### config.mk
export PLATFORM = sky130hd
export DESIGN_NAME = dec_arith_unit
export DESIGN_NICKNAME = d
export VERILOG_FILES = /design/src/rtl/dau_pkg.sv /design/src/rtl/dau_bin.sv /design/src/rtl/dau_dec_add.sv /design/src/rtl/dau_dec_sub.sv /design/src/rtl/dau_out_stage.sv /design/src/rtl/dec_arith_unit.sv
export SDC_FILE = /design/constraint.sdc
export NUM_CORES = 1
export LEC_CHECK = 0
export ABC_AREA = 1
export ABC_CLOCK_PERIOD_IN_PS = 800
export BUFFER_PORTS_ARGS = -buffer_cell sky130_fd_sc_hd__buf_2
export CELL_PAD_IN_SITES_DETAIL_PLACEMENT = 1
export CELL_PAD_IN_SITES_GLOBAL_PLACEMENT = 1
export CORE_UTILIZATION = 42
export DETAILED_ROUTE_END_ITERATION = 10
export GPL_ROUTABILITY_DRIVEN = 1
export PLACE_DENSITY_LB_ADDON = 0.05
export SETUP_SLACK_MARGIN = 0.3
export SLEW_MARGIN = 20
export SYNTH_ARGS = -nofsm -noshare
export SYNTH_HDL_FRONTEND = slang
export SYNTH_SLANG_ARGS = --single-unit
### constraint.sdc
create_clock -name clk_i -period 0.8 [get_ports clk_i]
set_clock_uncertainty 0.2 [all_clocks]
set_input_delay 0.04 -clock clk_i [delete_from_list [all_inputs] [get_ports clk_i]]
set_output_delay 0.04 -clock clk_i [all_outputs]
set_load 0.05 [all_outputs]
### src/rtl/dau_pkg.sv
package dau_pkg;
  localparam int unsigned DW = 8;
  localparam int unsigned NW = DW / 2;

  typedef enum logic [1:0] {
    VAR_NMOS = 2'd0,
    VAR_CMOS = 2'd1,
    VAR_WIDE = 2'd2,
    VAR_ALT  = 2'd3
  } variant_e;

  typedef struct packed {
    logic n;
    logic v;
    logic z;
    logic c;
  } flags_t;
endpackage

### src/rtl/dau_bin.sv
module dau_bin
  import dau_pkg::*;
(
  input  logic [DW-1:0] a_i,
  input  logic [DW-1:0] b_i,
  input  logic          ci_i,
  input  logic          sub_i,
  output logic [DW-1:0] res_o,
  output flags_t        flags_o
);
  logic [DW-1:0] b_eff;
  logic [DW:0]   sum;

  always_comb begin
    b_eff = sub_i ? ~b_i : b_i;
    sum   = {1'b0, a_i} + {1'b0, b_eff} + {{DW{1'b0}}, ci_i};
    res_o = sum[DW-1:0];
    flags_o.c = sum[DW];
    flags_o.n = sum[DW-1];
    flags_o.z = (sum[DW-1:0] == '0);
    flags_o.v = (a_i[DW-1] == b_eff[DW-1]) && (sum[DW-1] != a_i[DW-1]);
  end
endmodule

### src/rtl/dau_dec_add.sv
module dau_dec_add
  import dau_pkg::*;
(
  input  logic [DW-1:0] a_i,
  input  logic [DW-1:0] b_i,
  input  logic          ci_i,
  output logic [DW-1:0] res_o,
  output logic          carry_o,
  output logic          mid_n_o,
  output logic          mid_v_o
);
  localparam logic [NW:0]   LO_LIMIT = (NW+1)'(10);
  localparam logic [NW-1:0] LO_FIX   = NW'(6);
  localparam logic [DW:0]   HI_STEP  = (DW+1)'(16);
  localparam logic [DW-1:0] HI_LIMIT = DW'(8'hA0);
  localparam logic [DW-1:0] HI_FIX   = DW'(8'h60);

  logic [NW:0]   lo_sum;
  logic          lo_adj;
  logic [NW-1:0] lo_dig;
  logic [DW:0]   mid;
  logic          hi_adj;

  always_comb begin
    lo_sum  = {1'b0, a_i[NW-1:0]} + {1'b0, b_i[NW-1:0]} + {{NW{1'b0}}, ci_i};
    lo_adj  = (lo_sum >= LO_LIMIT);
    lo_dig  = lo_adj ? (lo_sum[NW-1:0] + LO_FIX) : lo_sum[NW-1:0];
    mid     = {1'b0, a_i[DW-1:NW], lo_dig} + {1'b0, b_i[DW-1:NW], {NW{1'b0}}}
            + (lo_adj ? HI_STEP : '0);
    mid_n_o = mid[DW-1];
    mid_v_o = (a_i[DW-1] == b_i[DW-1]) && (mid[DW-1] != a_i[DW-1]);
    hi_adj  = mid[DW] || (mid[DW-1:0] >= HI_LIMIT);
    carry_o = hi_adj;
    res_o   = hi_adj ? (mid[DW-1:0] + HI_FIX) : mid[DW-1:0];
  end
endmodule

### src/rtl/dau_dec_sub.sv
module dau_dec_sub
  import dau_pkg::*;
(
  input  logic [DW-1:0] a_i,
  input  logic [DW-1:0] b_i,
  input  logic          ci_i,
  input  logic          late_fix_i,
  output logic [DW-1:0] res_o
);
  localparam logic [NW-1:0] LO_FIX  = NW'(6);
  localparam logic [DW:0]   HI_STEP = (DW+1)'(16);
  localparam logic [DW-1:0] HI_FIX  = DW'(8'h60);
  localparam logic [DW-1:0] END_FIX = DW'(6);

  logic [NW:0]   lo_diff;
  logic          lo_borrow;
  logic [NW-1:0] lo_dig;
  logic [DW:0]   mid;
  logic [DW-1:0] stage;

  always_comb begin
    lo_diff   = {1'b0, a_i[NW-1:0]} - {1'b0, b_i[NW-1:0]} - {{NW{1'b0}}, ~ci_i};
    lo_borrow = lo_diff[NW];
    // early-correcting parts fix the low digit here, the CMOS part at the end
    lo_dig    = (lo_borrow && !late_fix_i) ? (lo_diff[NW-1:0] - LO_FIX) : lo_diff[NW-1:0];
    mid       = {1'b0, a_i[DW-1:NW], lo_dig} - {1'b0, b_i[DW-1:NW], {NW{1'b0}}}
              - (lo_borrow ? HI_STEP : '0);
    stage     = mid[DW] ? (mid[DW-1:0] - HI_FIX) : mid[DW-1:0];
    res_o     = (late_fix_i && lo_borrow) ? (stage - END_FIX) : stage;
  end
endmodule

### src/rtl/dau_out_stage.sv
module dau_out_stage
  import dau_pkg::*;
#(
  parameter bit REG_OUT = 1'b1
) (
  input  logic          clk_i,
  input  logic          rst_ni,
  input  logic [DW-1:0] res_i,
  input  flags_t        flags_i,
  output logic [DW-1:0] res_o,
  output flags_t        flags_o
);
  if (REG_OUT) begin : g_reg
    always_ff @(posedge clk_i or negedge rst_ni) begin
      if (!rst_ni) begin
        res_o   <= '0;
        flags_o <= '0;
      end else begin
        res_o   <= res_i;
        flags_o <= flags_i;
      end
    end

    p_lag_r11: assert property (@(posedge clk_i) disable iff (!rst_ni)
      $past(rst_ni) |-> (res_o == $past(res_i) && flags_o == $past(flags_i)));
  end else begin : g_comb
    logic unused_clk;
    assign unused_clk = clk_i ^ rst_ni;
    assign res_o   = res_i;
    assign flags_o = flags_i;
  end
endmodule

### src/rtl/dec_arith_unit.sv
module dec_arith_unit
  import dau_pkg::*;
#(
  parameter bit REG_OUT = 1'b1
) (
  input  logic       clk_i,
  input  logic       rst_ni,
  input  logic [7:0] a_i,
  input  logic [7:0] b_i,
  input  logic       carry_i,
  input  logic       sub_i,
  input  logic       dec_i,
  input  logic [1:0] variant_i,
  output logic [7:0] result_o,
  output logic       flag_n_o,
  output logic       flag_v_o,
  output logic       flag_z_o,
  output logic       flag_c_o
);
  variant_e      vsel;
  logic          nmos_like;
  logic          late_fix;
  logic [DW-1:0] bin_res, add_res, sub_res, nxt_res, q_res;
  flags_t        bin_flags, nxt_flags, q_flags;
  logic          add_carry, add_mid_n, add_mid_v;

  assign vsel      = variant_e'(variant_i);
  assign nmos_like = (vsel == VAR_NMOS) || (vsel == VAR_ALT);
  assign late_fix  = (vsel == VAR_CMOS);

  dau_bin u_bin (
    .a_i(a_i), .b_i(b_i), .ci_i(carry_i), .sub_i(sub_i),
    .res_o(bin_res), .flags_o(bin_flags)
  );

  dau_dec_add u_dec_add (
    .a_i(a_i), .b_i(b_i), .ci_i(carry_i),
    .res_o(add_res), .carry_o(add_carry), .mid_n_o(add_mid_n), .mid_v_o(add_mid_v)
  );

  dau_dec_sub u_dec_sub (
    .a_i(a_i), .b_i(b_i), .ci_i(carry_i), .late_fix_i(late_fix),
    .res_o(sub_res)
  );

  always_comb begin
    nxt_res   = bin_res;
    nxt_flags = bin_flags;
    if (dec_i) begin
      if (!sub_i) begin
        nxt_res     = add_res;
        nxt_flags.c = add_carry;
        if (nmos_like) begin
          nxt_flags.n = add_mid_n;
          nxt_flags.v = add_mid_v;
          nxt_flags.z = bin_flags.z;
        end else begin
          nxt_flags.n = add_res[DW-1];
          nxt_flags.v = bin_flags.v;
          nxt_flags.z = (add_res == '0);
        end
      end else begin
        nxt_res = sub_res;
        if (!nmos_like) begin
          nxt_flags.n = sub_res[DW-1];
          nxt_flags.z = (sub_res == '0);
        end
      end
    end
  end

  dau_out_stage #(.REG_OUT(REG_OUT)) u_out (
    .clk_i(clk_i), .rst_ni(rst_ni),
    .res_i(nxt_res), .flags_i(nxt_flags),
    .res_o(q_res), .flags_o(q_flags)
  );

  assign result_o = q_res;
  assign flag_n_o = q_flags.n;
  assign flag_v_o = q_flags.v;
  assign flag_z_o = q_flags.z;
  assign flag_c_o = q_flags.c;

  p_bin_pass_r1: assert property (@(posedge clk_i) disable iff (!rst_ni)
    (!dec_i && !sub_i && !carry_i && b_i == 8'h00) |->
      (nxt_res == a_i && !nxt_flags.c && !nxt_flags.v));

  p_sub_noborrow_r2: assert property (@(posedge clk_i) disable iff (!rst_ni)
    (!dec_i && sub_i && carry_i && b_i == 8'h00) |-> (nxt_res == a_i && nxt_flags.c));

  p_bcd_valid_r3: assert property (@(posedge clk_i) disable iff (!rst_ni)
    (dec_i && !sub_i && a_i[3:0] < 4'd10 && a_i[7:4] < 4'd10 &&
     b_i[3:0] < 4'd10 && b_i[7:4] < 4'd10) |->
      (nxt_res[3:0] < 4'd10 && nxt_res[7:4] < 4'd10));

  p_nmos_sub_z_r8: assert property (@(posedge clk_i) disable iff (!rst_ni)
    (dec_i && sub_i && carry_i && (variant_i == 2'd0 || variant_i == 2'd3)) |->
      (nxt_flags.z == (a_i == b_i)));

  p_cmos_nz_r9: assert property (@(posedge clk_i) disable iff (!rst_ni)
    (dec_i && variant_i == 2'd1) |->
      (nxt_flags.z == (nxt_res == 8'h00) && nxt_flags.n == nxt_res[7]));
endmodule

==> impl_metrics.yaml, run 1 <==
synthesis:
  yosysTopAreaCell: "ha_1"
  syn_avg_cell_area_um2: 6.83
  ys_ff_latch: 12
  ys_async_sr_fraction_pct: 100
  synth_top_area_share_pct: 17.5
  synthCells: 346
  synth_edf_count: 0
  synthAdderAreaFrac_pct: 25.1
  synth.distinct_cells: 33
  ys_seq_area_share_pct: 12.7
  ys_warn_count: 0
  synth.area.mux_share_pct: 0
  yosys.area_share.simple_pct: 32.4
  synth_nets: 411
  synth_area_leaders: "ha_1, nand2_1, dfrtp_1"
  synth_compound_area_share_pct: 10.5
  syn-cell-area_um2: 2360
  synth_xor_area_share_pct: 7.78
  synth_top_family_by_area: "simple AND/OR/NAND/NOR gates"
  synth_ff_type: "dfrtp_1"
floorplanning:
  die_w_um: 77.0
  die_h_um: 77.0
  initial_utilization_pct: 44.9
  ios: 35
  rows: 26
clock_tree:
  cts_buffer_depth: 2
  cts_buffers: 3
  htree_levels: 1
  clock-sinks: 12
  cts_setup_buffers: 15
  root_buffer: "clkbuf_8"
  cts_resized: 84
placement:
  io_buffers: 34
  dp_hpwl_um: 8600
  gp_routability_congestion: 0.851
status:
  status: "stopped before the end"
  stop_error: "[ERROR DPL-0033] detailed placement checks failed during check placement."
  stop_stage: "clock tree synthesis"
==> cells by family after synthesis <==
family                   count (synthesis)
AO/OA/AOI/OAI                           41
flip-flops                              12
XOR/XNOR                                21
buffers and inverters                   72
AND/OR/NAND/NOR                        158
adder cells (fa/ha/maj)                 42
==> cells in the mapped netlist, types with 2 or more instances <==
master,count
o21ai_1,3
a21oi_1,12
xor2_1,16
o221ai_1,2
nor2_1,18
inv_1,67
xnor2_1,5
o211ai_1,9
nand3_1,25
inv_2,3
or2_2,3
nor2_4,2
nand2_2,9
nand2_1,82
dfrtp_1,12
nand4_1,7
ha_1,33
nand2_4,3
nand3_2,2
fa_1,9
nand3b_1,3
o21ai_0,10
==> per-stage QoR <==
step,instance area (um2),cells,util [%],setup WS [ns],TNS [ns]
2_1_floorplan,2440,346,-,-2.84,-25.59
3_3_place_gp,3380,540,64.1,-3.00,-28.99
3_5_place_dp,3380,540,64.1,-3.26,-31.31
==> run 2, diff against run 1 <==
--- a/config.mk
+++ b/config.mk
@@ -8,13 +8,10 @@
 export ABC_AREA = 1
 export ABC_CLOCK_PERIOD_IN_PS = 800
 export BUFFER_PORTS_ARGS = -buffer_cell sky130_fd_sc_hd__buf_2
-export CELL_PAD_IN_SITES_DETAIL_PLACEMENT = 1
-export CELL_PAD_IN_SITES_GLOBAL_PLACEMENT = 1
-export CORE_UTILIZATION = 42
+export CORE_UTILIZATION = 40
 export DETAILED_ROUTE_END_ITERATION = 10
 export GPL_ROUTABILITY_DRIVEN = 1
-export PLACE_DENSITY_LB_ADDON = 0.05
-export SETUP_SLACK_MARGIN = 0.3
+export PLACE_DENSITY_LB_ADDON = 0.15
 export SLEW_MARGIN = 20
 export SYNTH_ARGS = -nofsm -noshare
 export SYNTH_HDL_FRONTEND = slang
==> run 2 against run 1 <==
Effect of this change: the flow now finishes, with violations (hold timing, setup timing); area after synthesis unchanged; synthesized cell count unchanged.
==> impl_metrics.yaml, run 2 <==
floorplanning:
  initial_utilization_pct: 42.2
  die_h_um: 78.9
  die_w_um: 78.9
  ios: 35
  rows: 27
  coreArea_um2: 5610
  die-area_um2: 6220
setup_path:
  cp_data_arrival_time_ns: 3.53
  crit_fanout: 5
  path_delay_family: "adder cells"
  worstSetupPathType: "primary input to flop"
  crit_slowest_cell: "fa_2"
  cp_num_buf_inv: 7
  cp-start-kind: "primary input"
  required_ns: 0.76
  end_kind: "flop"
  cpPeakStageDelay_ns: 0.45
synthesis:
  synth_edf_count: 0
  synth_xor_area_share_pct: 7.78
  ys_seq_area_share_pct: 12.7
  synth_ff_type: "dfrtp_1"
  synthCells: 346
  synth_nets: 411
  syn-cell-area_um2: 2360
  synth_top_family_by_area: "simple AND/OR/NAND/NOR gates"
  synth_top_area_share_pct: 17.5
  synth_area_leaders: "ha_1, nand2_1, dfrtp_1"
  syn_avg_cell_area_um2: 6.83
  synth_compound_area_share_pct: 10.5
  ys_warn_count: 0
  synthAdderAreaFrac_pct: 25.1
  synth.area.mux_share_pct: 0
  ys_async_sr_fraction_pct: 100
  ys_ff_latch: 12
  yosysTopAreaCell: "ha_1"
  synth_commonest_cells: "nand2_1, inv_1, ha_1"
  yosys.area_share.simple_pct: 32.4
  yosysMostFrequentCell: "nand2_1"
  synth.distinct_cells: 33
pwr:
  internal-power_mw: 3.84
  ir_drop_mv: 1.68
  p_clk_share_pct: 8.9
  switchingPower_mw: 3.26
  p_per_area_nw_per_um2: 1800
  p_leak_nw: 2.10
  swShare_pct: 45.9
  comb_power_share_pct: 79.1
  seq_power_share_pct: 12.1
final_layout:
  area_delta_synth_final_pct: 66.3
  final_util_pct: 70.1
  drive_gt1_share_pct: 49.2
  largest_register_ff_count: 8
  nFillCells: 466
  reg_top3: "u_out.res_o: 8 flops, u_out.flags_o: 4 flops"
  final_cell_mix: "buf_4, nand2_1, inv_1"
  regMostFlops: "u_out.res_o"
  diodes: 0
  final_common_cell: "buf_4"
  nNetsFinal: 560
  multi_input_area_um2: 2080
  seq_area_um2: 314
detailed_routing:
  viasPerCell: 4.68
  drt_first_iter_violations: 105
  wirelength_um: 6730
  wl_per_cell_um: 11.9
  drc_errors: 0
  vias: 2650
  ant_nets: 0
  drt_pass1_iterations: 4
placement:
  dp_hpwl_um: 5470
  gp_routability_congestion: 0.872
  io_buffers: 34
flow_run:
  drv_cap: 0
timing:
  fin_setup_tns_ns: -28.55
  final.period_utilization_pct: 446
  maxSlewHeadroom_pct: 76.0
  layout_setup_ws_ns: -2.77
  period_needed_ns: 3.57
  slew_viol_final: 0
  hold_viol: 1
  rsz0062_at_grt: "yes"
  whs_ns: -0.00237
  fmax_mhz: 280
  setup-violations-final: 24
  tightest_slew_ns: 0.357
clock_tree:
  htree_levels: 1
  root_buffer: "clkbuf_8"
  path_clk_slew_ns: 0.05
  cts_tree: "yes"
  cts_buffers: 3
  clock-sinks: 12
  cts_buffer_depth: 2
status:
  violations: "hold timing, setup timing"
  status: "complete, but fails checks"
global_routing:
  overflow: 0
  grt_max_degree: 15
  antenna_found_initial: 0
  grt_pass1_wl_um: 11000
  track_usage_pct: 22.1
  grt_pass1_vias: 2618
min_path:
  hp-class: "primary input to flop"
==> run 2: logic make-up (layout without fill, tap and decap cells) <==
kind of cell | count (synthesis) | count (layout)
and+or+nand+nor | 158 | 158
adders and majority gates | 42 | 42
DFF | 12 | 12
AOI/OAI and AO/OA | 41 | 41
xor gates and xnor gates | 21 | 21
buffers and inverters | 72 | 220
==> run 2: final timing paths <==
kind	cells past startpoint	slack, ns	end	from
max	26	-2.77	u_out.flags_o[1]	a_i[0]
min	3	-0.002	u_out.res_o[0]	dec_i
max in group asynchronous	2	0.16	u_out.res_o[4]	rst_ni
min in group asynchronous	2	0.02	u_out.res_o[1]	rst_ni
==> run 2: tightest hold or removal path, delay by kind of cell <==
| family | cells | cell delay (ns) |
|---|---|---|
| buffers and inverters | 2 | 0.25 |
| AO/OA/AOI/OAI | 1 | 0.10 |
==> run 2: stage by stage <==
stage          instances  power, mW  worst slack (ns)  hold WS, ns  instance area, um2
6_report             566       7.10             -2.77     -0.00237                3930
5_1_grt              566       7.63             -2.93      0.00879                3930
4_1_cts              560       6.74             -2.75      -0.0156                3760
3_5_place_dp         542       5.43             -3.14       -0.280                3380
3_3_place_gp         542       5.33             -3.00       -0.286                3380
2_1_floorplan        346       3.66             -2.84       -0.456                2440
==> run 2: timing repair <==
action	in CTS	in global routing
endpoints found under the hold margin	15	0
pin swaps	26	20
setup buffers	14	7
gates resized for setup	61	30
hold buffers	1	0
endpoints found under the setup margin	24	24
==> run 2: area by class of cell <==
| cell class | count | share of cell area (%) |
|---|---|---|
| multi-input cells | 262 | 52.9 |
| repair buffers | 146 | 28.7 |
| flip-flops and latches | 12 | 7.98 |
| inverters | 70 | 6.77 |
| well taps | 72 | 2.29 |
| clock buffers | 4 | 1.40 |
==> run 2: power by group through the flow <==
| stage | Combinational, mW | Sequential, mW | Clock, mW |
|---|---|---|---|
| 3_3_place_gp | 4.51 | 0.822 | 0 |
| 2_1_floorplan | 2.25 | 1.41 | 0 |
| 3_5_place_dp | 4.60 | 0.829 | 0 |
| 6_report | 5.61 | 0.855 | 0.631 |
| 4_1_cts | 5.23 | 0.860 | 0.651 |
| 5_1_grt | 6.09 | 0.865 | 0.674 |
==> run 2: routing by layer <==
metal,part of all wire (%),track usage (%)
met3,2.7,0.460
met5,0,0
met2,51,41.0
met1,46,28.3
met4,0.58,5.09
(Power assumes the default switching activity.)
